## config.mk

```make
export PLATFORM = sky130hd
export DESIGN_NAME = burst_master_engine
export DESIGN_NICKNAME = d
export VERILOG_FILES = /design/src/rtl/burst_master_engine.sv
export SDC_FILE = /design/constraint.sdc
export NUM_CORES = 1
export LEC_CHECK = 0
export BUFFER_PORTS_ARGS = -buffer_cell sky130_fd_sc_hd__buf_4
export CAP_MARGIN = 40
export CELL_PAD_IN_SITES_DETAIL_PLACEMENT = 1
export CELL_PAD_IN_SITES_GLOBAL_PLACEMENT = 1
export CORE_ASPECT_RATIO = 0.75
export CORE_MARGIN = 2
export CORE_UTILIZATION = 39
export CTS_BUF_LIST = sky130_fd_sc_hd__clkbuf_4
export DETAILED_ROUTE_END_ITERATION = 10
export PLACE_DENSITY = 0.93
export RECOVER_POWER = 50
export SYNTH_ARGS = -nofsm -noshare
export SYNTH_HDL_FRONTEND = slang
export SYNTH_SLANG_ARGS = --single-unit
```

## constraint.sdc

```tcl
create_clock -name clk -period 3.1 [get_ports clk]
set_input_delay 0.775 -clock clk [delete_from_list [all_inputs] [get_ports clk]]
set_output_delay 0.775 -clock clk [all_outputs]
set_load 0.1 [all_outputs]
```

## src/rtl/burst_master_engine.sv

```systemverilog
module burst_master_engine #(
  parameter int AW        = 32,
  parameter int BEW       = 4,
  parameter int LAW       = 8,
  parameter int LENW      = 4,
  parameter int RETRY_MAX = 2
) (
  input  logic            clk,
  input  logic            rst_n,
  input  logic            cmd_valid,
  output logic            cmd_ready,
  input  logic            cmd_rd,
  input  logic [AW-1:0]   cmd_addr,
  input  logic [BEW-1:0]  cmd_be,
  input  logic [LENW-1:0] cmd_len,
  input  logic            cmd_lock,
  input  logic [LAW-1:0]  cmd_local,
  output logic            mst_req,
  output logic            mst_rnw,
  output logic [AW-1:0]   mst_addr,
  output logic [BEW-1:0]  mst_be,
  output logic            mst_burst,
  output logic [LENW-1:0] mst_num,
  output logic            mst_lock,
  output logic [LAW-1:0]  mst_local_addr,
  input  logic            beat_ack,
  input  logic            last_ack,
  input  logic            retry_in,
  input  logic            tout_in,
  input  logic            err_in,
  output logic            done_pulse,
  output logic [1:0]      done_status,
  output logic [LENW:0]   done_beats
);

  localparam int RCW = $clog2(RETRY_MAX + 2);
  localparam int BCW = LENW + 1;

  typedef enum logic [2:0] {S_IDLE, S_REQ, S_DATA, S_GAP, S_DONE} state_t;

  state_t          st;
  logic            rd_q, lk_q;
  logic [AW-1:0]   addr_q;
  logic [BEW-1:0]  be_q;
  logic [LENW-1:0] len_q;
  logic [LAW-1:0]  base_q, ptr_q;
  logic [BCW-1:0]  beats_q;
  logic [RCW-1:0]  tries_q;
  logic [1:0]      stat_q;

  wire active = (st == S_REQ) || (st == S_DATA);

  always_ff @(posedge clk) begin
    if (!rst_n) begin
      st      <= S_IDLE;
      rd_q    <= 1'b0;
      lk_q    <= 1'b0;
      addr_q  <= '0;
      be_q    <= '0;
      len_q   <= '0;
      base_q  <= '0;
      ptr_q   <= '0;
      beats_q <= '0;
      tries_q <= '0;
      stat_q  <= 2'd0;
    end else begin
      case (st)
        S_IDLE: if (cmd_valid) begin
          rd_q    <= cmd_rd;
          lk_q    <= cmd_lock;
          addr_q  <= cmd_addr;
          be_q    <= cmd_be;
          len_q   <= cmd_len;
          base_q  <= cmd_local;
          ptr_q   <= cmd_local;
          beats_q <= '0;
          tries_q <= '0;
          st      <= S_REQ;
        end
        S_REQ, S_DATA: begin
          if (err_in) begin
            stat_q <= 2'd3;
            st     <= S_DONE;
          end else if (tout_in) begin
            stat_q <= 2'd2;
            st     <= S_DONE;
          end else if (retry_in) begin
            ptr_q   <= base_q;
            beats_q <= '0;
            if (tries_q == RCW'(RETRY_MAX)) begin
              stat_q <= 2'd1;
              st     <= S_DONE;
            end else begin
              tries_q <= tries_q + 1'b1;
              st      <= S_GAP;
            end
          end else begin
            if (beat_ack) begin
              ptr_q   <= ptr_q + 1'b1;
              beats_q <= beats_q + 1'b1;
            end
            if (last_ack) begin
              stat_q <= 2'd0;
              st     <= S_DONE;
            end else begin
              st <= S_DATA;
            end
          end
        end
        S_GAP:   st <= S_REQ;
        S_DONE:  st <= S_IDLE;
        default: st <= S_IDLE;
      endcase
    end
  end

  assign cmd_ready      = (st == S_IDLE);
  assign mst_req        = active;
  assign mst_rnw        = rd_q;
  assign mst_addr       = active ? addr_q : '0;
  assign mst_be         = be_q;
  assign mst_num        = len_q;
  assign mst_burst      = active && (len_q != '0);
  assign mst_lock       = lk_q && (active || st == S_GAP);
  assign mst_local_addr = ptr_q;
  assign done_pulse     = (st == S_DONE);
  assign done_status    = stat_q;
  assign done_beats     = beats_q;

endmodule

```

==> results of run 1 <==
==> final cells by class <==
cell class	instances	area, µm²	area share [%]
timing repair buffer	128	873	20.3
inverter	7	26.3	0.612
tap	105	131	3.06
multi-input combinational	308	1700	39.7
sequential	70	1400	32.7
clock inverter	5	73.8	1.72
clock buffer	11	82.6	1.92
==> through the flow <==
step / setup WS, ns / util, % / hold slack [ns]
finish: 0.210 / 53.5 / 0.460
global route: 0.102 / 53.5 / 0.480
CTS: 0.0720 / 54.7 / 0.462
detailed placement: 0.586 / 52.8 / 0.449
global placement: 0.667 / 52.8 / 0.439
floorplan: 0.232 / - / 0.431
==> report_power, final <==
group | internal [W] | total, W | leakage (nW) | switching, W
Clock | 0.000340 | 0.000681 | 0.0883 | 0.000340
Sequential | 0.000969 | 0.00103 | 0.575 | 0.0000585
Combinational | 0.000188 | 0.000772 | 1.22 | 0.000583
==> synthesized netlist by cell type, types with 2 or more instances <==
master,n
nand2_1,113
dfxtp_1,70
a21oi_1,64
and3_1,36
clkbuf_1,19
buf_2,15
o21ai_0,11
nor2_1,8
a311oi_1,5
inv_1,5
nor3_1,5
nor4_1,5
a211oi_1,4
nand4_1,4
nor4b_1,4
ha_1,3
nor2b_1,3
nor3b_1,3
o2111ai_1,3
or4b_1,3
xnor2_1,3
a21o_1,2
and4_1,2
and4b_1,2
buf_6,2
mux2_1,2
mux2i_1,2
nand2b_1,2
nand3_1,2
o311a_1,2
o311ai_0,2
==> state kept, by name, summed over array words and instances (netlist names) <==
signal	cells
done_status	2
addr_q	32
tries_q	2
mst_rnw	1
mst_local_addr	8
st	3
lk_q	1
base_q	8
mst_num	4
mst_be	4
done_beats	5
==> cell families after synthesis <==
kind of cell / count (synthesis) / share of synthesized area (%)
compound gates: 100 / 17.9
xor+xnor: 4 / 1.64
fa+ha+maj: 3 / 1.14
buf+inv: 44 / 6.16
flops: 70 / 42.6
mux: 4 / 1.29
simple gates: 197 / 29.3
==> worst reg2reg max path: cells and delay by family, from the launching register on <==
kind / cells / cell delay [ns]
buf+inv: 2 / 0.83
simple gates: 2 / 1.20
compound gates: 1 / 0.10
flops: 1 / 0.44
==> layer usage <==
metal | share of wire, % | wire, µm
met5 | 0 | 0
met4 | 2.5 | 285
met1 | 41 | 4740
met3 | 7.0 | 803
met2 | 49 | 5640
==> timing repair <==
item                                    CTS  global route
endpoints found under the setup margin    0            26
hold buffers                              0             0
setup buffers                             0             0
gates resized for setup                   0             2
endpoints found under the hold margin     0             0
==> worst paths after layout <==
path | endpoint | from
setup / recovery | mst_addr[14] | st[1]
hold / removal | addr_q[9] | addr_q[9]
setup reg to reg | addr_q[14] | st[2]
hold reg to reg | addr_q[9] | addr_q[9]
==> reports/results.ini, run 1 <==
[grt]
globalRouteMet3Util_pct=7.42
grt_util_all_layers_pct=25.0
grt_pass1_vias=3648
grt_pass1_wl_mm=17.9
top_usage_layer=met2
use_met1_pct=30.0
antenna_found_initial=0
grt_max_degree=39
grt_overflow=0
use_met2_pct=41.7

[clocking]
cts_tree=built
cts-root-buf=clkbuf_4
clock_latency_ns=0.43
clkSinkCount=70
clk_pin_slew_ns=0.11
clockBufferDepth=2
cts_buffers=9
htree_levels=3

[timing]
fmax_mhz=346
hold_viol=0
rsz0062_at_grt=false
finClkSkew_ns=0.0107
relSlewSlack_pct=21.3
fin_crit_ns=2.89
tightestPinTransition_ns=1.19
setup_viol_count_final=0
period_share_pct=93.2
report.final.slew_viol_count=0
finalSetupTns_ns=0

[floorplan]
die_w_um=110
start_util_pct=41.0
die_height_um=83.5
rows=28
coreArea_um2=8020
die_area_um2=9190
ios=119

[worst_setup_path]
crit_type=flip-flop to output pin
start_kind=flip-flop
path_cells=xor2_4 -> buf_4 -> and3_1 -> buf_4
cp.arrival_ns=2.12
cp_top_family=buffers and inverters
r2r_slack_ns=0.39
critPathCaptureType=output pin
cp.depth=4
r2r_cells=5
slowest_stage=dfxtp_2
max_stage_delay_ns=0.52
cp_common_cell=buf_4
path_max_fanout=35
path_buf_inv=2
cp.required_ns=2.32

[pwr]
p_leak_nw=1.89
vdd_drop_max_uv=275
power_w=0.00248
power.density_nw_per_um2=577

[routing]
drc=0
viasPerCell=5.57
detail_route.wl_per_cell_um=18.1
vias=3531
ant_nets=0
drtPass1Iterations=4
drt-total-wl_mm=11.5
drt_iter0_markers=167

[cells_and_area]
num_antenna_cells=0
area_growth_pct=30.6
instances_no_fill=634
drive_gt1_share_pct=24.6
final_cell_mix=nand2_1, buf_4, dfxtp_1
fillers=1021
mostFrequentLayoutCell=nand2_1
design_area_um2=4290
nNetsFinal=585

[placed_design]
place.detailed.hpwl_mm=7.89
gp_congestion=0.820
port_buffers=118
placed_area_um2=4240
dp.cells=618

[logic_synthesis]
syn_nets=483
synthFlopType=dfxtp_1
synth_edf_count=0
seq_area_frac_synth_pct=42.6
avgSynthCellArea_um2=7.79
synth_cell_types=47
synth_area_leaders=dfxtp_1, nand2_1, a21oi_1
ys_ff_latch=70
synth_top_area_share_pct=42.6
synth_area_um2=3290
syn_inst=422
ys_warn_count=0
async_reset_ff_share_pct=0
synth_area_leader_cell=dfxtp_1

[hold_path]
hold_path_class=flip-flop to flip-flop
min_path_cells=2

[status]
status=finished, final reports clean

[run]
maxCapViolCount=0

Note: power is estimated with default switching activity, not from simulation.
==> inputs of run 2 (changes only) <==
CELL_PAD_IN_SITES_DETAIL_PLACEMENT = 0   (was 1)
==> reports/results.ini, run 2 (synthesis results as in run 1) <==
[status]
status=finished, final reports clean

[cells_and_area]
design_area_um2=4300  ; +0.23%
drive_gt1_share_pct=24.8  ; +0.19 points
mostFrequentLayoutCell=nand2_1
final_cell_mix=nand2_1, buf_4, dfxtp_1
nNetsFinal=585  ; unchanged
top_register=addr_q
area_growth_pct=30.9
largest_reg_flops=32  ; unchanged
instances_no_fill=634  ; unchanged
num_antenna_cells=0  ; unchanged

[grt]
grt_util_all_layers_pct=20.5  ; -4.5 points
grt_overflow=0  ; unchanged
top_usage_layer=met2
use_met2_pct=31.2  ; -10 points
grt_max_degree=39  ; unchanged
grt_pass1_vias=3090  ; -15%
grt_pass1_wl_mm=14.9  ; -17%
use_met1_pct=26.6  ; -3.4 points
antenna_found_initial=0  ; unchanged
globalRouteMet3Util_pct=7.34  ; -0.078 points

[floorplan]
rows=28  ; unchanged
die_height_um=83.5  ; unchanged
ios=119  ; unchanged
start_util_pct=41.0  ; unchanged
coreArea_um2=8020  ; unchanged
die_w_um=110  ; unchanged
die_area_um2=9190  ; unchanged

[timing]
report.final.slew_viol_count=0  ; unchanged
finClkSkew_ns=0.0170  ; +0.00637 ns
period_share_pct=90.7  ; -2.5 points
tightestPinTransition_ns=1.20  ; +0.00991 ns
rsz0062_at_grt=false
finalSetupTns_ns=0  ; unchanged
relSlewSlack_pct=20.6  ; -0.66 points
fmax_mhz=356  ; +2.8%
hold_viol=0  ; unchanged
setup_slack_ns=0.288  ; +0.0783 ns
setup_viol_count_final=0  ; unchanged
fin_crit_ns=2.81  ; -0.0783 ns

[worst_setup_path]
r2r_end=addr_q[16]
cp.required_ns=2.32  ; about the same
r2r_cells=5  ; unchanged
critPathCaptureType=output pin
start_kind=flip-flop
cp.arrival_ns=2.04  ; -0.08 ns
crit_type=flip-flop to output pin
path_max_fanout=35  ; unchanged
timing.rr.start=st[2]
r2r_slack_ns=0.47  ; +0.08 ns

[clocking]
cts_resized=0  ; unchanged
cts-root-buf=clkbuf_4
clk_pin_slew_ns=0.12  ; about the same
cts_hold_buffers=0  ; unchanged
clockBufferDepth=2  ; unchanged
cts_tree=built
htree_levels=3  ; unchanged
clkSinkCount=70  ; unchanged
cts_buffers=9  ; unchanged
post-cts-setup-buffer-count=0  ; unchanged
clock_latency_ns=0.43  ; about the same

[routing]
drtPass1Iterations=4  ; unchanged
ant_nets=0  ; unchanged
drt_iter0_markers=173  ; +3.6%
vias=3394  ; -3.9%
viasPerCell=5.35  ; -3.9%
detail_route.wl_per_cell_um=14.9  ; -18%
drt-total-wl_mm=9.42  ; -18%
drc=0  ; unchanged

[hold_path]
min_path_cells=2  ; unchanged
hp-start=addr_q[11]
hold-path-endpoint=addr_q[11]
hold_path_class=flip-flop to flip-flop

[placed_design]
placed_area_um2=4240  ; unchanged
pre_cts_ws_ns=0.608  ; +0.0215 ns
place.detailed.hpwl_mm=6.51  ; -17%
dp.cells=618  ; unchanged
gp_congestion=0.820  ; unchanged
port_buffers=118  ; unchanged

[pwr]
vdd_drop_max_uv=273  ; -0.42%
p_leak_nw=1.88  ; -0.12%
power.density_nw_per_um2=570  ; -1.3%

[run]
maxCapViolCount=0  ; unchanged

## run 2: changes by cell type in the layout (fill, tap and decap cells not counted), sizes merged
cell      delta
clkbuf       -2
clkinvlp     +1
clkinv       +1
## run 2: layer usage
| metal | share of wire, % | wire [µm] |
|---|---|---|
| met5 | 0 | 0 |
| met4 | 1.8 | 165 |
| met3 | 8.2 | 770 |
| met2 | 44 | 4140 |
| met1 | 46 | 4340 |
## run 2: per-stage QoR
stage	hold WS, ns	power [W]	util [%]
floorplan	0.431	0.00161	-
global placement	0.439	0.00181	52.8
detailed placement	0.442	0.00182	52.8
CTS	0.458	0.00249	54.9
global route	0.484	0.00257	53.6
finish	0.459	0.00245	53.6
## run 2: worst max-delay path by stage
stage	startpoint	endpoint	slack (ns)	cells past startpoint
final	st[1]	mst_addr[17]	0.29	4
after global routing	st[1]	mst_addr[29]	0.16	4
after CTS	st[0]	mst_addr[1]	0.13	4
after detailed placement	st[0]	mst_addr[1]	0.61	4
after global placement	st[0]	mst_addr[1]	0.67	4
after floorplan	st[2]	done_pulse	0.23	4
## run 2: critical path, stage by stage, from the launching register on
cell and delay, ns:
dfxtp_2 0.51, xor2_4 0.24, buf_4 0.34, and3_1 0.22
buf_4 0.29
## run 2: layout make-up
cell class / instances / area (µm²)
clock inverters: 7 / 98.8
fillers: 817 / 3720
clock buffers: 9 / 67.6
inverters: 7 / 26.3
multi-input cells: 308 / 1700
flip-flops and latches: 70 / 1400
repair buffers: 128 / 873
well taps: 105 / 131
## run 2: power by group
| group | internal [W] | switching, W | total, W | leakage, nW |
|---|---|---|---|---|
| Combinational | 0.000188 | 0.000563 | 0.000751 | 1.22 |
| Clock | 0.000329 | 0.000349 | 0.000678 | 0.0861 |
| Sequential | 0.000969 | 0.0000551 | 0.00102 | 0.575 |
| Total | 0.00149 | 0.000967 | 0.00245 | 1.88 |
